### config.mk
export PLATFORM = sky130hd
export DESIGN_NAME = slide_addr_gen
export DESIGN_NICKNAME = d
export VERILOG_FILES = /design/src/rtl/slide_pkg.sv /design/src/rtl/slide_stepper.sv /design/src/rtl/slide_end_detect.sv /design/src/rtl/slide_seq_ctrl.sv /design/src/rtl/slide_addr_gen.sv
export SDC_FILE = /design/constraint.sdc
export NUM_CORES = 1
export LEC_CHECK = 0
export ABC_AREA = 0
export BUFFER_PORTS_ARGS = -buffer_cell sky130_fd_sc_hd__buf_2
export CAP_MARGIN = 0
export CORE_ASPECT_RATIO = 1.5
export CORE_UTILIZATION = 61
export CTS_BUF_LIST = sky130_fd_sc_hd__clkbuf_8
export DETAILED_ROUTE_END_ITERATION = 12
export MAX_ROUTING_LAYER = met4
export PLACE_DENSITY = 0.84
export SLEW_MARGIN = 5
export SYNTH_ARGS = -nofsm -noshare
export SYNTH_HDL_FRONTEND = slang
export SYNTH_SLANG_ARGS = --single-unit
export TNS_END_PERCENT = 1
### constraint.sdc
create_clock -name clk -period 5.4 [get_ports clk]
set_clock_uncertainty 0.15 [all_clocks]
set_input_delay 0.27 -clock clk [delete_from_list [all_inputs] [get_ports clk]]
set_output_delay 0.27 -clock clk [all_outputs]
set_load 0.05 [all_outputs]
### src/rtl/slide_pkg.sv
// Shared types for the sliding-window address sequencer.
// Assumes nothing beyond a standard SystemVerilog package scope.
package slide_pkg;

    // Run state of the sequence controller.
    typedef enum logic [1:0] {
        ST_IDLE = 2'd0,
        ST_RUN  = 2'd1,
        ST_DONE = 2'd2
    } seq_state_e;

endpackage

### src/rtl/slide_stepper.sv
// Basic stepping register: one instance holds the address, one the floor,
// one the ceiling. A load overrides an advance; an advance adds a
// two's-complement delta (wrapping). Assumes load and advance come from
// the controller, already qualified by hold and start.
module slide_stepper #(
    parameter int W = 16
) (
    input  logic         clk,
    input  logic         rst_n,
    input  logic         load_i,
    input  logic [W-1:0] load_val_i,
    input  logic         adv_i,
    input  logic [W-1:0] delta_i,
    output logic [W-1:0] value_o
);

    logic [W-1:0] value_q;

    // Hold, load or step the stored value.
    always_ff @(posedge clk) begin
        if (!rst_n) begin
            value_q <= '0;
        end else if (load_i) begin
            value_q <= load_val_i;
        end else if (adv_i) begin
            value_q <= value_q + delta_i;
        end
    end

    assign value_o = value_q;

    // Without load or advance the value must not move (R10 freeze relies on it).
    p_idle_hold_r10: assert property (@(posedge clk) disable iff (!rst_n)
        (!load_i && !adv_i) |=> $stable(value_o));

endmodule

### src/rtl/slide_end_detect.sv
// Combinational sweep-end test. Picks the walking direction from the
// current floor and ceiling, and flags the current address as the last
// one of its sweep when it sits on or past the ceiling, or when one more
// stride would pass it. Uses differences rather than sums, so a stride
// near the top of the range cannot wrap.
module slide_end_detect #(
    parameter int W = 16
) (
    input  logic [W-1:0] addr_i,
    input  logic [W-1:0] floor_i,
    input  logic [W-1:0] ceil_i,
    input  logic [W-1:0] stride_i,
    output logic         up_o,
    output logic         hit_o
);

    logic         up;
    logic [W-1:0] gap;
    logic         at_bound;

    // Direction and the remaining distance to the ceiling.
    always_comb begin
        up       = (floor_i <= ceil_i);
        at_bound = up ? (addr_i >= ceil_i) : (addr_i <= ceil_i);
        gap      = up ? (ceil_i - addr_i) : (addr_i - ceil_i);
    end

    assign up_o  = up;
    assign hit_o = at_bound || (gap < stride_i);

endmodule

### src/rtl/slide_seq_ctrl.sv
// Sequence controller: run state, address count inside the sweep, and
// sweep count. Emits one address per cycle while running and not held.
// Decides sweep end (ceiling hit or count cap) and run end (last sweep).
// Assumes max_steps_i and sweeps_i stay steady during a run.
module slide_seq_ctrl
    import slide_pkg::*;
#(
    parameter int CW = 16
) (
    input  logic          clk,
    input  logic          rst_n,
    input  logic          start_i,
    input  logic          hold_i,
    input  logic          hit_i,
    input  logic [CW-1:0] max_steps_i,
    input  logic [CW-1:0] sweeps_i,
    output logic          emit_o,
    output logic          sweep_end_o,
    output logic          finish_o,
    output logic          done_o
);

    seq_state_e    state_q;
    logic [CW-1:0] step_cnt_q;
    logic [CW-1:0] sweep_cnt_q;
    logic [CW:0]   step_nx;
    logic [CW:0]   sweep_nx;
    logic          emit;
    logic          cap_reached;
    logic          sweep_end;
    logic          last_sweep;

    // Emit, sweep-end and run-end decisions for the current cycle.
    always_comb begin
        step_nx     = {1'b0, step_cnt_q} + 1'b1;
        sweep_nx    = {1'b0, sweep_cnt_q} + 1'b1;
        emit        = (state_q == ST_RUN) && !hold_i && !start_i;
        cap_reached = (step_nx >= {1'b0, max_steps_i});
        last_sweep  = (sweep_nx >= {1'b0, sweeps_i});
        sweep_end   = emit && (hit_i || cap_reached);
    end

    // Run state and both counters.
    always_ff @(posedge clk) begin
        if (!rst_n) begin
            state_q     <= ST_IDLE;
            step_cnt_q  <= '0;
            sweep_cnt_q <= '0;
        end else if (start_i) begin
            state_q     <= ST_RUN;
            step_cnt_q  <= '0;
            sweep_cnt_q <= '0;
        end else if (emit) begin
            if (sweep_end) begin
                step_cnt_q <= '0;
                if (last_sweep) begin
                    state_q <= ST_DONE;
                end else begin
                    sweep_cnt_q <= sweep_cnt_q + 1'b1;
                end
            end else begin
                step_cnt_q <= step_cnt_q + 1'b1;
            end
        end
    end

    assign emit_o      = emit;
    assign sweep_end_o = sweep_end;
    assign finish_o    = sweep_end && last_sweep;
    assign done_o      = (state_q == ST_DONE);

    // The address count inside a sweep never reaches the cap.
    p_step_cap_r7: assert property (@(posedge clk) disable iff (!rst_n)
        (state_q == ST_RUN && max_steps_i != '0) |-> (step_cnt_q < max_steps_i));

    // Completion is held until a new start.
    p_done_sticky_r9: assert property (@(posedge clk) disable iff (!rst_n)
        (done_o && !start_i) |=> done_o);

    // The final sweep end leads to completion on the next cycle.
    p_finish_done_r9: assert property (@(posedge clk) disable iff (!rst_n)
        (finish_o && !start_i) |=> done_o);

endmodule

### src/rtl/slide_addr_gen.sv
// Sliding-window address sequencer top. Three identical stepping
// registers hold the address, the floor and the ceiling. Inside a sweep
// the address moves by the stride toward the ceiling; between sweeps the
// floor and ceiling move by their own signed offsets and the address
// restarts at the new floor. Assumes configuration is steady during a run;
// start has priority over hold.
module slide_addr_gen
    import slide_pkg::*;
#(
    parameter int AW = 16,
    parameter int CW = 16
) (
    input  logic          clk,
    input  logic          rst_n,
    input  logic          start_i,
    input  logic          hold_i,
    input  logic [AW-1:0] floor_init_i,
    input  logic [AW-1:0] ceil_init_i,
    input  logic [AW-1:0] stride_i,
    input  logic [AW-1:0] floor_step_i,
    input  logic [AW-1:0] ceil_step_i,
    input  logic [CW-1:0] max_steps_i,
    input  logic [CW-1:0] sweeps_i,
    output logic [AW-1:0] addr_o,
    output logic          valid_o,
    output logic          done_o
);

    localparam int NUM_STEPPERS = 3;
    localparam int IDX_ADDR     = 0;
    localparam int IDX_FLOOR    = 1;
    localparam int IDX_CEIL     = 2;

    logic [AW-1:0] cur_val  [NUM_STEPPERS];
    logic [AW-1:0] ld_val   [NUM_STEPPERS];
    logic [AW-1:0] dlt_val  [NUM_STEPPERS];
    logic          ld_en    [NUM_STEPPERS];
    logic          adv_en   [NUM_STEPPERS];

    logic          up;
    logic          hit;
    logic          emit;
    logic          sweep_end;
    logic          finish;
    logic          slide;
    logic [AW-1:0] next_floor;

    // Three copies of the same stepping register.
    for (genvar g = 0; g < NUM_STEPPERS; g++) begin : g_step
        slide_stepper #(.W(AW)) u_step (
            .clk        (clk),
            .rst_n      (rst_n),
            .load_i     (ld_en[g]),
            .load_val_i (ld_val[g]),
            .adv_i      (adv_en[g]),
            .delta_i    (dlt_val[g]),
            .value_o    (cur_val[g])
        );
    end

    slide_end_detect #(.W(AW)) u_end (
        .addr_i   (cur_val[IDX_ADDR]),
        .floor_i  (cur_val[IDX_FLOOR]),
        .ceil_i   (cur_val[IDX_CEIL]),
        .stride_i (stride_i),
        .up_o     (up),
        .hit_o    (hit)
    );

    slide_seq_ctrl #(.CW(CW)) u_ctrl (
        .clk         (clk),
        .rst_n       (rst_n),
        .start_i     (start_i),
        .hold_i      (hold_i),
        .hit_i       (hit),
        .max_steps_i (max_steps_i),
        .sweeps_i    (sweeps_i),
        .emit_o      (emit),
        .sweep_end_o (sweep_end),
        .finish_o    (finish),
        .done_o      (done_o)
    );

    // Load, advance and delta selection for each stepping register.
    always_comb begin
        slide      = sweep_end && !finish;
        next_floor = cur_val[IDX_FLOOR] + floor_step_i;

        ld_en[IDX_ADDR]   = start_i || slide;
        ld_val[IDX_ADDR]  = start_i ? floor_init_i : next_floor;
        adv_en[IDX_ADDR]  = emit && !sweep_end;
        dlt_val[IDX_ADDR] = up ? stride_i : ('0 - stride_i);

        ld_en[IDX_FLOOR]   = start_i;
        ld_val[IDX_FLOOR]  = floor_init_i;
        adv_en[IDX_FLOOR]  = slide;
        dlt_val[IDX_FLOOR] = floor_step_i;

        ld_en[IDX_CEIL]   = start_i;
        ld_val[IDX_CEIL]  = ceil_init_i;
        adv_en[IDX_CEIL]  = slide;
        dlt_val[IDX_CEIL] = ceil_step_i;
    end

    assign addr_o  = cur_val[IDX_ADDR];
    assign valid_o = emit;

    // A start always presents the initial floor next cycle, not yet done.
    p_start_load_r2: assert property (@(posedge clk) disable iff (!rst_n)
        start_i |=> (addr_o == $past(floor_init_i)) && !done_o);

    // Every emitted address lies inside the current window.
    p_in_window_r6: assert property (@(posedge clk) disable iff (!rst_n)
        valid_o |-> (up ? (addr_o >= cur_val[IDX_FLOOR] && addr_o <= cur_val[IDX_CEIL])
                        : (addr_o <= cur_val[IDX_FLOOR] && addr_o >= cur_val[IDX_CEIL])));

    // No address is emitted once the run is complete.
    p_no_valid_done_r9: assert property (@(posedge clk) disable iff (!rst_n)
        valid_o |-> !done_o);

    // Hold freezes the address and the completion flag.
    p_hold_freeze_r10: assert property (@(posedge clk) disable iff (!rst_n)
        (hold_i && !start_i) |=> ($stable(addr_o) && $stable(done_o)));

endmodule

; ---- Word-level counts from Yosys, hierarchy flattened
; Index checks and enable logic that the tools add are counted.
[op_classes]
reduce_logical = 22
n_lt_le_gt_ge = 6
bitwise = 2
n_mux = 15
n_addsub = 10
eq_ne = 2
[ops]
columns = cell, count
row1 = 2-to-1 mux 16 bit, 10
row2 = adder 16 bit, 3
row3 = "adder 16 x 1 -> 17 bit, second input constant", 2
row4 = >= comparator 17 x 16 -> 1 bit, 2
row5 = "adder 16 x 1 -> 16 bit, second input constant", 2
row6 = <= comparator 16 bit, 2
row7 = subtractor 16 bit, 2
row8 = >= comparator 16 bit, 1
row9 = less-than comparator 16 bit, 1
row10 = "subtractor 1 x 16 -> 16 bit, first input constant", 1
row11 = nonzero test 2 bit, 5
row12 = AND reduction 3 bit, 3
row13 = logical AND 1 bit, 6
row14 = 2-to-1 mux 1 bit, 5
row15 = zero test 1 bit, 4
row16 = logical OR 1 bit, 3
row17 = "equality test 2 x 1 -> 1 bit, second input constant", 1
row18 = "equality test 2 bit, second input constant", 1
row19 = NOT 1 bit, 2
row20 = OR reduction 2 bit, 1
[word_totals]
output_inout_bits = 18
input_bits = 116
ff_bits = 82
wordCells = 64

; ---- Logic depth before layout (Yosys ltp)
; Gate-level depths: netlist of the first run.
[logic_depth]
depth_word = 11
depth_mapped = 25
depth_no_buf = 22

; ---- Cells and area by module
; A second synthesis of the first run with hierarchy kept.
[unflattened]
cells_unflattened = 1339
area_unflattened_um2 = 10323.7
[modules_own_cells]
columns = module, area_each_um2, instances, seq_area_each_um2, cells_each
row1 = slide_stepper, 1332.5, 3, 320.3, 163
row2 = slide_seq_ctrl, 2753.9, 1, 680.7, 348
row3 = slide_end_detect, 2250.9, 1, 0.0, 310
row4 = slide_addr_gen, 1321.3, 1, 0.0, 192

; ---- Worst setup path before layout of the first run
; Ideal clock, no wire load.
[synth_timing]
kind = register -> register
start = register g_step[2].u_step.value_q[9]
end = register g_step[0].u_step.value_q[14]
stages_incl_launch_ff = 21
required_ps = 5131
n_path_buf = 2
arrival_ps = 4557
synth_period_minus_slack_ps = 4826
setup_slack_ps = 574
path_cell_list = dfxtp_1 -> inv_1 -> ha_1 -> nand4_1 -> or4_4 -> or3_4 -> nand2_1 -> buf_1 -> buf_1 -> nor2_1 -> xnor2_1 -> ha_1 -> or2_2 -> a21oi_1 -> a31oi_1 -> a311oi_1 -> nor2b_1 -> o41ai_1 -> xor2_1 -> a21boi_0 -> o221a_2
[synth_between]
elab_chain_cells = 11
elab_cells_between_ends = 22
cone_classes = add/sub: 3 / order compare: 4 / mux: 5 / reduce/logical: 10
[synth_rtl]
columns = item, line
row1 = start: declaration, slide_stepper.sv:17  ; logic [W-1:0] value_q;
row2 = start signal: assignment, slide_stepper.sv:24  ; value_q <= load_val_i;
row3 = start signal: assignment, slide_stepper.sv:26  ; value_q <= value_q + delta_i;
row4 = subtractor 16 bit or <= comparator 16 bit (tied branches), "slide_end_detect.sv:25, slide_end_detect.sv:23"
row5 = 2-to-1 mux 16 bit, slide_end_detect.sv:25  ; gap = up ? (ceil_i - addr_i) : (addr_i - ceil_i);
row6 = less-than comparator 16 bit, slide_end_detect.sv:29  ; assign hit_o = at_bound || (gap < stride_i);
row7 = logical OR 1 bit, slide_end_detect.sv:29
row8 = logical OR 1 bit, slide_seq_ctrl.sv:40  ; sweep_end = emit && (hit_i || cap_reached);
row9 = logical AND 1 bit, slide_seq_ctrl.sv:40
row10 = logical AND 1 bit, slide_seq_ctrl.sv:69  ; assign finish_o = sweep_end && last_sweep;
row11 = zero test 1 bit, slide_addr_gen.sv:86  ; slide = sweep_end && !finish;
row12 = logical AND 1 bit, slide_addr_gen.sv:86
row13 = logical OR 1 bit, slide_addr_gen.sv:89  ; ld_en[IDX_ADDR] = start_i || slide;
row14 = 2-to-1 mux 16 bit or nonzero test 2 bit (tied branches), -
row15 = end signal: assignment, slide_stepper.sv:24
row16 = end signal: assignment, slide_stepper.sv:26
row17 = end: declaration, slide_stepper.sv:17
; Parallel ways exist; a longest one is shown, timed or not. The select of a mux whose other input is x is not followed.
; A chain may end at the register's enable or synchronous reset.

; ---- Worst setup path in the final report of the first run
[layout_timing]
start = register g_step[2].u_step.value_q[5]
end = register g_step[0].u_step.value_q[2]
; Same word-level chain as after synthesis.

==> results of run 1 <==
## logic make-up after synthesis
group           Yosys count
compound gates          354
xor+xnor                107
fa+ha+maj               147
buf+inv                 166
flops                    82
mux                       7
simple gates            327
## cell usage in the layout, fill, tap and decap left out, types with 15 or more instances in the layout
cell type | synthesis | layout
dfxtp_1 | 82 | 81
nand3_1 | 34 | 34
ha_1 | 142 | 142
buf_2 | 15 | 133
a21oi_1 | 105 | 103
nand2_1 | 103 | 101
xnor2_1 | 68 | 67
a21o_1 | 37 | 37
nor2_1 | 69 | 69
nor3_1 | 15 | 15
xor2_1 | 39 | 39
inv_1 | 106 | 106
buf_4 | 19 | 33
and3_1 | 24 | 24
o21ai_0 | 73 | 70
a31oi_1 | 17 | 17
## metrics by stage
stage          hold WS, ns  cells
2_1_floorplan       0.2745   1190
3_3_place_gp        0.3117   1494
3_5_place_dp        0.3169   1494
4_1_cts           0.004304   1510
5_1_grt            0.01469   1514
6_report           0.01280   1514
## layer usage
metal	up-vias	GRT usage [%]	share of wire, %
li1	4477	-	-
met1	4362	38.25	36
met2	447	66.38	49
met3	170	6.468	5.5
met4	0	31.09	9.4
met5	-	-	0
## how the worst max path moves through the flow
stage                                         to                         start  depth (start not counted)
global placement     g_step[0].u_step.value_o[4]  g_step[2].u_step.value_o[10]                         20
detailed placement   g_step[0].u_step.value_o[4]  g_step[2].u_step.value_o[14]                         20
CTS                  g_step[0].u_step.value_o[4]  g_step[2].u_step.value_o[14]                         20
floorplan           g_step[0].u_step.value_o[14]   g_step[2].u_step.value_o[9]                         20
global route         g_step[0].u_step.value_o[8]   g_step[2].u_step.value_o[5]                         21
finish               g_step[0].u_step.value_o[2]   g_step[2].u_step.value_o[5]                         21
## worst max-delay path, delay by kind of cell, from the launching register on
kind                     cells  cell delay (ns)
AO/OA/AOI/OAI                9             1.59
AND/OR/NAND/NOR              5             1.58
buffers and inverters        4             0.65
adder cells (fa/ha/maj)      2             0.61
flip-flops                   1             0.40
XOR/XNOR                     1             0.15
## state kept, by name, indices dropped and copies added (netlist names)
name / count
u_ctrl.sweep_cnt_q: 16
u_ctrl.step_cnt_q: 16
g_step.u_step.value_o: 48
u_ctrl.state_q: 2
## power by group through the flow
stage	clock, uW	sequential (uW)	combinational (uW)
final	487	686	1700
after detailed placement	0	696	1590
after global placement	0	695	1570
after CTS	490	682	1600
after global routing	509	689	1850
after floorplan	0	678	1160
## synth_stat cells, drive strengths merged, types with 5 or more instances
| library cell | number |
|---|---|
| a22oi | 18 |
| nand4 | 13 |
| nand3 | 34 |
| and4 | 5 |
| a31oi | 17 |
| o211ai | 7 |
| nor2b | 12 |
| fa | 5 |
| o31a | 5 |
| xor2 | 39 |
| mux2i | 7 |
| a221oi | 13 |
| a21oi | 106 |
| dfxtp | 82 |
| or2 | 5 |
| a21boi | 9 |
| xnor2 | 68 |
| o21bai | 8 |
| buf | 39 |
| nand2 | 103 |
| ha | 142 |
| clkbuf | 21 |
| nor3 | 16 |
| and3 | 25 |
| a211oi | 11 |
| inv | 106 |
| nor2 | 69 |
| or3 | 9 |
| o21a | 12 |
| a21o | 37 |
| o21ai | 75 |
| and2 | 11 |
| nand2b | 11 |
## what timing repair did
action                                  CTS  global route
resized for setup                         0            22
endpoints found under the setup margin    0            32
buffers inserted                          0             2
## layout make-up
type | instances | area [sq um] | area share, %
Timing Repair Buffer | 171 | 1001 | 9.643
Clock inverter | 5 | 61.31 | 0.5906
Multi-Input combinational cell | 943 | 6880 | 66.28
Sequential cell | 82 | 1643 | 15.83
Tap cell | 196 | 245.2 | 2.363
Inverter | 106 | 397.9 | 3.833
Clock buffer | 11 | 151.4 | 1.459
==> impl_results.md, run 1 <==
- Top FF cell, synth: dfxtp_1
- Simple-gate share of the synthesized area: between 15 and 20%
- Setup crit start kind: register
- First-pass GRT wire length: 45,380 um
- Mean Syn Cell Area: approximately 7.7 sq um
- CP Data Arrival Time: between 5 and 6 ns
- Clk root buf: clkbuf_8
- Final Critical Period: roughly 5.2 ns
- DRC Markers: 0
- Routed via count: 9,456
- Slowest CP cell: or4_4
- Synth Area in Compound Gates: ~25%
- Starting density of the core: a little over three fifths
- Pin count of the biggest net entering global routing: 42
- Synth Area in Adders: 20.42%
- Comb power frac: roughly 59%
- Final worst path period share: a little over nine tenths
- CP Cell Sequence: inv_1, ha_1, nand2_1, or4_4, or3_4, and2_2, buf_4, o211ai_1, o31ai_4, xnor2_2, ha_1, o21ai_0, a21oi_1, o221a_2, and4_4, o21ai_2, buf_6, a21oi_4, buf_12, a21boi_0, o221a_2
- Worst reg2reg endpoint: g_step[0].u_step.value_o[2]
- Row count: between 50 and 60
- Worst hold path stage count: 3
- Synth Warn #: 0
- Port bufs: about 130
- Grt total ovfl: 0
- Int Pwr: approximately 1600 uW
- Slew Limit Fails: 0
- Fin worst setup slack: 0.1822 ns
- Main combinational cell family by area after synthesis: compound AO/OA/AOI/OAI gates
- Vias in the first global route: around 9.3k
- Post-Route WL: a little under 30,000 um
- Psw: between 1000 and 1500 uW
- DP HPWL: around 24,000 um
- Kind of critical path: reg -> reg
- Die ar.: between 15,000 and 20,000 sq um
- Final layout net count: roughly 1.6k
- CP max FO: 19
- Clk pin slew, worst setup/hold paths: roughly 0.090 ns
- Switching share of power: between 40 and 50%
- F_max: 191.7 MHz
- Die W: between 100 and 150 um
- Area post-placement: around 10,000 sq um
- Reg-to-reg setup timing slack: 0.18 ns
- Max Cap Viol: 0
- HP Start: ceil_init_i[2]
- Leak: ~0.0050 uW
- CTS tree: built
- Worst skew pair latency: roughly 0.37 ns
- Synth unique cells: 71
- XOR/XNOR share of the synthesized area: between 10% and 20%
- Worst path max stage delay: 0.55 ns
- TNS Setup: 0 ns
- Total Power: between 2000 and 3000 uW
- CTS H-tree depth: 3
- Max Root-Sink Buffers: 2
- Fillers: 1,239
- Max rail drop VDD: about 190 uV
- Mux contribution to synthesized area: 0.7622%
- Status: completed
- Top cells by area, synth: ha_1 19%, dfxtp_1 18%, xnor2_1 6.5%
- Post-Syn Area: between 9000 and 10,000 sq um
- Dpl ws: around 0.075 ns
- FF+latch count, synth: slightly above 80
- Die height: around 150 um
- Total Routing Usage GR: between 30% and 40%
- Detail-routed via count per cell: 6.246
- Share of layout cells above drive strength 1: around 17%
- Sequential Power Share: between 20% and 30%
- CTS buffer count: 9
- P&R area growth vs syn: 12.92%
- Power density over the cells: approximately 280 nW/um^2
- Hold Buf Count CTS: 0
- Final Hold Viols: 0
- DRT Pass-1 Iters: 6
- Setup-failing EPs final: 0
- Initial DRC Count: 734
- Routability congestion estimate: between 1 and 1.5
- Syn Inst Count: 1,190
- Ports: around 130
- ANT cells: 0
- R2r worst-path depth: 21
- Post-synthesis async set-or-reset flop share: 0%
- Drt wl/cell: around 19 um
- HP Class: in -> reg
- Post-DRT Antenna Nets: 0
- Actual slew at the worst max-slew pin: between 1 and 1.5 ns
- Clk pwr share: 16.9%
- Worst Setup End Kind: register
- Number of synthesized flops with an enable pin: 0
- R2r startpoint: g_step[2].u_step.value_o[5]
- Synth area leader: ha_1
- Post-synth top area share: around a fifth
- Core Box Area: 14,660 sq um
- Worst slew margin: 28.40%
- Initial antenna violation count: 0
- Register area share after synthesis: between 10% and 20%
- CTS sink count: slightly above 80
- Post-layout util: between 70% and 80%
- Design Area, Final: a little over 10,000 sq um
- Hold EP: g_step[2].u_step.value_o[2]
- Worst Path Required: ~5.6 ns
- Syn nets: 1,453
No activity file was read; power rests on OpenSTA's default activity.
==> inputs of run 2 (changes only) <==
--- a/config.mk
+++ b/config.mk
@@ -8,12 +8,14 @@
 export ABC_AREA = 0
 export BUFFER_PORTS_ARGS = -buffer_cell sky130_fd_sc_hd__buf_2
 export CAP_MARGIN = 0
+export CELL_PAD_IN_SITES_DETAIL_PLACEMENT = 1
+export CELL_PAD_IN_SITES_GLOBAL_PLACEMENT = 1
 export CORE_ASPECT_RATIO = 1.5
-export CORE_UTILIZATION = 61
+export CORE_UTILIZATION = 44
 export CTS_BUF_LIST = sky130_fd_sc_hd__clkbuf_8
 export DETAILED_ROUTE_END_ITERATION = 12
 export MAX_ROUTING_LAYER = met4
-export PLACE_DENSITY = 0.84
+export PLACE_DENSITY = 0.89
 export SLEW_MARGIN = 5
 export SYNTH_ARGS = -nofsm -noshare
 export SYNTH_HDL_FRONTEND = slang
==> constraint.sdc (replaced) <==
create_clock -name clk -period 5.7 [get_ports clk]
set_clock_uncertainty 0.15 [all_clocks]
set_input_delay 0.285 -clock clk [delete_from_list [all_inputs] [get_ports clk]]
set_output_delay 0.285 -clock clk [all_outputs]
set_load 0.05 [all_outputs]
==> impl_results.md, run 2 (synthesis gave the netlist of run 1 again) <==
- CP Data Arrival Time: 5.59 ns (+0.21 ns)
- Post-Route WL: 33,950 um (+15%)
- Psw: 1259 uW (-2.7%)
- Fillers: 2,623 (+110%)
- Actual slew at the worst max-slew pin: 1.137 ns (+0.06532 ns)
- Clk root buf: clkbuf_8
- TNS Setup: 0 ns (unchanged)
- Switching share of power: 45.43% (+0.40 points)
- Worst Path Required: 5.82 ns (+0.25 ns)
- Vias in the first global route: 10.30k (+11%)
- Post-layout util: 51.19% (-20 points)
- Max reg flops: 48 (unchanged)
- Routed via count: 9,526 (+0.74%)
- Final worst path period share: 95.96% (-0.67 points)
- Max Cap Viol: 0 (unchanged)
- CTS tree: built
- Total Routing Usage GR: 33.16% (-5.9 points)
- P&R area growth vs syn: 13.71%
- Setup crit start kind: register
- Worst slew margin: 24.04% (-4.4 points)
- Max rail drop VDD: 113.4 uV (-41%)
- HP Start: ceil_init_i[1]
- Worst skew pair latency: 0.39 ns (+0.02 ns)
- Setup-failing EPs final: 0 (unchanged)
- Storage element area: 1642 sq um (about the same)
- Initial antenna violation count: 0 (unchanged)
- Worst Setup End Kind: register
- Dpl ws: 0.2969 ns (+0.2221 ns)
- Leak: 0.005023 uW (-0.16%)
- Max Root-Sink Buffers: 2 (unchanged)
- Post-DRT Antenna Nets: 0 (unchanged)
- Grt total ovfl: 0 (unchanged)
- Starting density of the core: 45.02% (-18 points)
- ANT cells: 0 (unchanged)
- Clk pwr share: 18.5% (+1.6 points)
- Initial DRC Count: 500 (-32%)
- DP HPWL: 27,590 um (+17%)
- Worst reg2reg endpoint: g_step[2].u_step.value_o[6]
- Status: completed
- Core Box Area: 20,420 sq um (+39%)
- Die ar.: 21,490 sq um (+38%)
- DRT Pass-1 Iters: 5 (-1)
- Hold EP: g_step[2].u_step.value_o[1]
- Kind of critical path: reg -> reg
- DRC Markers: 0 (unchanged)
- Commonest non-fill, non-tap cell in the layout: ha_1
- Hold Worst Slack: 0.006557 ns (-0.006242 ns)
- Pin count of the biggest net entering global routing: 43 (+2.4%)
- Final Hold Viols: 0 (unchanged)
- HP Class: in -> reg
- Row count: 64 (+19%)
- Final layout net count: 1,578 (+0.13%)
- Int Pwr: 1512 uW (-4.3%)
- Die W: 120.0 um (+17%)
- Reg-to-reg setup timing slack: 0.23 ns (+0.05 ns)
- Most frequent cells in the layout: 142 x ha_1, 133 x buf_2, 106 x inv_1
- Worst hold path stage count: 3 (unchanged)
- First-pass GRT wire length: 53,070 um (+17%)
- Comb power frac: 58.1% (-1.1 points)
- F_max: 182.8 MHz (-4.6%)
- Share of layout cells above drive strength 1: 17.12% (-0.18 points)
- Ports: 134 (unchanged)
- Power density over the cells: 265.1 nW/um^2 (-4.2%)
- CP max FO: 10 (-9)
- R2r worst-path depth: 22 (+4.8%)
- Port bufs: 133 (unchanged)
- CTS H-tree depth: 3 (unchanged)
- CTS sink count: 82 (unchanged)
- Routability congestion estimate: 0.9500 (-8.5%)
- Area of the multi-input gates: 6859 sq um (-0.31%)
- Detail-routed via count per cell: 6.014 (-3.7%)
- Die height: 179.0 um (+18%)
- Sequential Power Share: 23.4% (-0.5 points)
- Fin worst setup slack: 0.2304 ns (+0.04823 ns)
- Drt wl/cell: 21.43 um (+10%)
- Clk pin slew, worst setup/hold paths: 0.10 ns (about the same)
- R2r startpoint: g_step[2].u_step.value_o[10]
- Slew Limit Fails: 0 (unchanged)
- CTS buffer count: 9 (unchanged)
- Final Critical Period: 5.470 ns (+0.2518 ns)
run 2: cell type report:
type	instances	share of cell area (%)
Timing Repair Buffer	174	9.492
Multi-Input combinational cell	942	65.62
Clock buffer	10	1.317
Inverter	106	3.807
Tap cell	264	3.160
Sequential cell	82	15.71
Clock inverter	6	0.8978
run 2: critical path, cell delays in order (launching register included):
cell and delay, ns:
dfxtp_1 0.47, inv_1 0.10, ha_1 0.35, nand4_1 0.12, or4_4 0.53, or3_4 0.44
and2_1 0.22, buf_4 0.17, o211ai_1 0.10, o31a_1 0.20, a21boi_0 0.11, xnor2_1 0.14
ha_1 0.28, o21ai_0 0.17, a21oi_1 0.09, o221a_2 0.26, and4_2 0.27, o21ai_2 0.18
and2_4 0.21, buf_4 0.17, buf_4 0.20, a22oi_1 0.09, a21oi_1 0.31
run 2: stage by stage:
step	area, sq um	cells	power [uW]
after floorplan	9193	1190	1744
after global placement	10120	1561	2160
after detailed placement	10120	1561	2211
after CTS	10360	1578	2729
after global routing	10450	1584	2948
final	10450	1584	2771
run 2: worst max path at each step:
stage,end,from,slack [ns]
4_1_cts,g_step[2].u_step.value_o[4],g_step[2].u_step.value_o[7],0.26
5_1_grt,g_step[0].u_step.value_o[4],g_step[2].u_step.value_o[10],-0.03
3_5_place_dp,g_step[2].u_step.value_o[4],g_step[2].u_step.value_o[10],0.30
6_report,g_step[2].u_step.value_o[6],g_step[2].u_step.value_o[10],0.23
2_1_floorplan,g_step[0].u_step.value_o[14],g_step[2].u_step.value_o[9],0.87
3_3_place_gp,g_step[2].u_step.value_o[4],g_step[2].u_step.value_o[10],0.40
run 2: what timing repair did:
action                                  in CTS  in global routing
hold endpoints to repair                     1                  0
hold buffers                                 1                  0
endpoints found under the setup margin       0                 27
buffers inserted                             0                  6
gates resized for setup                      0                 10
run 2: power groups by stage:
stage,sequential (uW),clock (uW),combinational (uW)
6_report,649,513,1610
5_1_grt,652,539,1760
4_1_cts,648,515,1570
3_5_place_dp,661,0,1550
3_3_place_gp,660,0,1500
2_1_floorplan,642,0,1100
run 2: routing by layer:
layer | GRT usage (%) | up-vias | part of all wire (%) | routed length (um)
met1 | 30.13 | 4558 | 36 | 12100
met2 | 61.49 | 325 | 52 | 17490
met3 | 3.944 | 176 | 3.8 | 1290
met5 | - | - | 0 | 0
met4 | 27.50 | 0 | 9.1 | 3075
li1 | - | 4467 | - | -
==> inputs of run 3 (changes only) <==
--- a/config.mk
+++ b/config.mk
@@ -5,17 +5,18 @@
 export SDC_FILE = /design/constraint.sdc
 export NUM_CORES = 1
 export LEC_CHECK = 0
-export ABC_AREA = 0
+export ABC_AREA = 1
 export BUFFER_PORTS_ARGS = -buffer_cell sky130_fd_sc_hd__buf_2
 export CAP_MARGIN = 0
 export CELL_PAD_IN_SITES_DETAIL_PLACEMENT = 1
 export CELL_PAD_IN_SITES_GLOBAL_PLACEMENT = 1
 export CORE_ASPECT_RATIO = 1.5
-export CORE_UTILIZATION = 44
+export CORE_UTILIZATION = 43
 export CTS_BUF_LIST = sky130_fd_sc_hd__clkbuf_8
 export DETAILED_ROUTE_END_ITERATION = 12
 export MAX_ROUTING_LAYER = met4
-export PLACE_DENSITY = 0.89
+export PLACE_DENSITY = 0.9
+export REMOVE_ABC_BUFFERS = 1
 export SLEW_MARGIN = 5
 export SYNTH_ARGS = -nofsm -noshare
 export SYNTH_HDL_FRONTEND = slang
==> impl_results.md, run 3 <==
- Gr busiest metal: met2
- Post-Syn Area: 9912 sq um (+7.8%)
- Power density over the cells: 312.3 nW/um^2 (+18%)
- HP Class: in -> reg
- Drt wl/cell: 16.60 um (-23%)
- Post-synthesis async set-or-reset flop share: 0% (unchanged)
- Leak: 0.005926 uW (+18%)
- Top cells by area, synth: ha_1 18%, dfxtp_1 17%, nand2_1 13%
- Syn Inst Count: 1,541 (+29%)
- Max reg flops: 48 (unchanged)
- ANT cells: 0 (unchanged)
- Worst path max stage delay: 0.48 ns (-0.05 ns)
- DP HPWL: 26,250 um (-4.9%)
- Clk root buf: clkbuf_8
- Synth cell count leaders: 356 x nand2_1, 240 x inv_1, 146 x nor2_1
- Most common cell on crit path: nand2_1
- Placed cell count: 1,899 (+22%)
- DRT Pass-1 Iters: 4 (-1)
- DRC Markers: 0 (unchanged)
- Int Pwr: 1618 uW (+7.0%)
- Actual slew at the worst max-slew pin: 1.210 ns (+0.07306 ns)
- Fillers: 3,098 (+18%)
- Max Root-Sink Buffers: 2 (unchanged)
- CTS buffer count: 9 (unchanged)
- Worst Setup End Kind: register
- CP max FO: 32 (+22)
- Mean Syn Cell Area: 6.432 sq um (-17%)
- Die W: 126.0 um (+5.0%)
- Clk pwr share: 13.9% (-4.6 points)
- Pin count of the biggest net entering global routing: 48 (+12%)
- Register area share after synthesis: 16.56% (-1.3 points)
- Ports: 134 (unchanged)
- Number of synthesized flops with an enable pin: 0 (unchanged)
- Setup crit start kind: register
- Core Box Area: 22,470 sq um (+10%)
- Port bufs: 133 (unchanged)
- Max rail drop VDD: 155.1 uV (+37%)
- Worst slew margin: 18.85% (-5.2 points)
- RSZ-0062 raised after global routing: no
- Kind of critical path: reg -> reg
- M3 GR Usage: 2.368% (-1.6 points)
- Postcts setup bufs: 0 (unchanged)
- Detail-routed via count per cell: 5.385 (-10%)
- FF+latch count, synth: 82 (unchanged)
- Routability congestion estimate: 0.9357 (-1.5%)
- Met1 Use GR: 30.59% (+0.46 points)
- Routed via count: 10.31k (+8.3%)
- Post-DRT Antenna Nets: 0 (unchanged)
- CP Data Arrival Time: 5.40 ns (-0.19 ns)
- CTS tree: built
- Hold EP: g_step[2].u_step.value_o[0]
- Comb power frac: 65.4% (+7.3 points)
- CTS sink count: 82 (unchanged)
- Vias in the first global route: 11.05k (+7.2%)
- Initial DRC Count: 410 (-18%)
- HP Start: rst_n
- R2r worst-path depth: 31 (+41%)
- Post-synth top area share: 17.92% (-1.4 points)
- Final layout net count: 1,897 (+20%)
- Commonest non-fill, non-tap cell in the layout: nand2_1
- Share of layout cells above drive strength 1: 11.78% (-5.3 points)
- Initial antenna violation count: 0 (unchanged)
- Final worst path period share: 92.24% (-3.7 points)
- CP bufs+invs: 6 (+2)
- Most common cell in the netlist: nand2_1
- TNS Setup: 0 ns (unchanged)
- Total Routing Usage GR: 28.25% (-4.9 points)
- Non-Filler Instances: 1,915 (+21%)
- Final Hold Viols: 0 (unchanged)
- Slew Limit Fails: 0 (unchanged)
- Grt total ovfl: 0 (unchanged)
- Status: completed
- Die ar.: 23,680 sq um (+10%)
- CP top delay family: simple AND/OR/NAND/NOR gates
- Storage element area: 1642 sq um (unchanged)
- Worst skew pair latency: 0.39 ns (about the same)
- Worst Path Required: 5.84 ns (+0.02 ns)
- R2r startpoint: g_step[2].u_step.value_o[1]
- Synth area leader: ha_1
- Most frequent cells in the layout: 356 x nand2_1, 239 x inv_1, 146 x nor2_1
- First-pass GRT wire length: 52,240 um (-1.6%)
- Synth unique cells: 51 (-28%)
- P&R area growth vs syn: 9.366%
- Setup-failing EPs final: 0 (unchanged)
- Area of the multi-input gates: 7032 sq um (+2.5%)
- Sequential Power Share: 20.7% (-2.7 points)
- Final Critical Period: 5.258 ns (-0.2120 ns)
- Top FF cell, synth: dfxtp_1
- CTS H-tree depth: 3 (unchanged)
- Worst hold path stage count: 3 (unchanged)
- Post-Route WL: 31,780 um (-6.4%)
- Met2 usage: 51.66% (-9.8 points)
- Worst reg2reg endpoint: g_step[0].u_step.value_o[15]
- Switching share of power: 52.22% (+6.8 points)
- F_max: 190.2 MHz (+4.0%)
- Slowest CP cell: dfxtp_1
- Clk pin slew, worst setup/hold paths: 0.10 ns (about the same)
- Die height: 188.0 um (+5.0%)
- Psw: 1768 uW (+40%)
- Reg-to-reg setup timing slack: 0.44 ns (+0.21 ns)
- Starting density of the core: 44.12% (-0.90 points)
- Row count: 67 (+4.7%)
- Synth Warn #: 0 (unchanged)
- Max Cap Viol: 0 (unchanged)
## run 3: cell types whose count changed after synthesis, moves of 24 or more
cell / before / now
nand2_1: 103 / 356
xor2_1: 39 / 79
nand3_1: 34 / 74
and3_1: 24 / 0
a21oi_1: 105 / 140
xnor2_1: 68 / 18
inv_1: 106 / 240
nor2_1: 69 / 146
## run 3: timing repair
item,in CTS,in global routing
resized for setup,0,6
setup endpoints to repair,0,35
hold buffers,0,0
endpoints found under the hold margin,0,0
## run 3: worst max-delay path by stage
stage                                       startpoint                           end  slack [ns]  cells after the start
after floorplan            g_step[2].u_step.value_o[1]   g_step[0].u_step.value_o[0]        0.81                     31
after global placement    g_step[2].u_step.value_o[13]   g_step[0].u_step.value_o[2]        0.38                     27
after detailed placement  g_step[2].u_step.value_o[14]   g_step[0].u_step.value_o[2]        0.15                     26
after CTS                 g_step[2].u_step.value_o[13]  g_step[0].u_step.value_o[14]         0.1                     26
after global routing       g_step[2].u_step.value_o[1]  g_step[0].u_step.value_o[15]        0.05                     31
final                      g_step[2].u_step.value_o[1]  g_step[0].u_step.value_o[15]        0.44                     31
## run 3: metrics by stage
step | utilization, % | hold WS [ns] | setup slack (ns) | power, uW | instance area [sq um]
2_1_floorplan | - | 0.2683 | 0.8088 | 2291 | 9564
3_3_place_gp | 47.24 | 0.3016 | 0.3822 | 2802 | 10610
3_5_place_dp | 47.24 | 0.3337 | 0.1524 | 2895 | 10610
4_1_cts | 48.13 | 0.08588 | 0.09733 | 3377 | 10810
5_1_grt | 48.25 | 0.09390 | 0.04556 | 3677 | 10840
6_report | 48.25 | 0.08742 | 0.4424 | 3385 | 10840
## run 3: worst reg2reg max path, delay by kind of cell, from the launching register on
family                   cells  cell delay (ns)
XOR/XNOR                     1             0.16
flip-flops                   1             0.48
AND/OR/NAND/NOR             17             1.68
adder cells (fa/ha/maj)      2             0.63
AO/OA/AOI/OAI                5             0.92
buffers and inverters        6             1.13
## run 3: layer usage
layer / wire length (um) / vias to the layer above
met3: 786 / 86
li1: - / 5125
met4: 1420 / 0
met2: 16460 / 215
met5: 0 / -
met1: 13110 / 4887
## run 3: area by class of cell
class,count,share of cell area (%)
Multi-Input combinational cell,1160,64.87
Sequential cell,82,15.14
Inverter,243,8.472
Timing Repair Buffer,138,6.487
Tap cell,276,3.186
Clock buffer,9,1.143
Clock inverter,7,0.7041
## run 3: power groups by stage
stage	Clock (uW)	Sequential (uW)	Combinational (uW)
2_1_floorplan	0	765	1530
3_3_place_gp	0	710	2090
3_5_place_dp	0	712	2180
4_1_cts	471	699	2210
5_1_grt	494	708	2470
6_report	470	702	2210
## run 3: cell families after synthesis
| logic type | share of synthesized area [%] |
|---|---|
| simple gates | 27.24 |
| compound gates | 15.88 |
| buf+inv | 12.71 |
| mux | 0.1010 |
| flops | 16.56 |
| xor+xnor | 8.571 |
| fa+ha+maj | 18.93 |
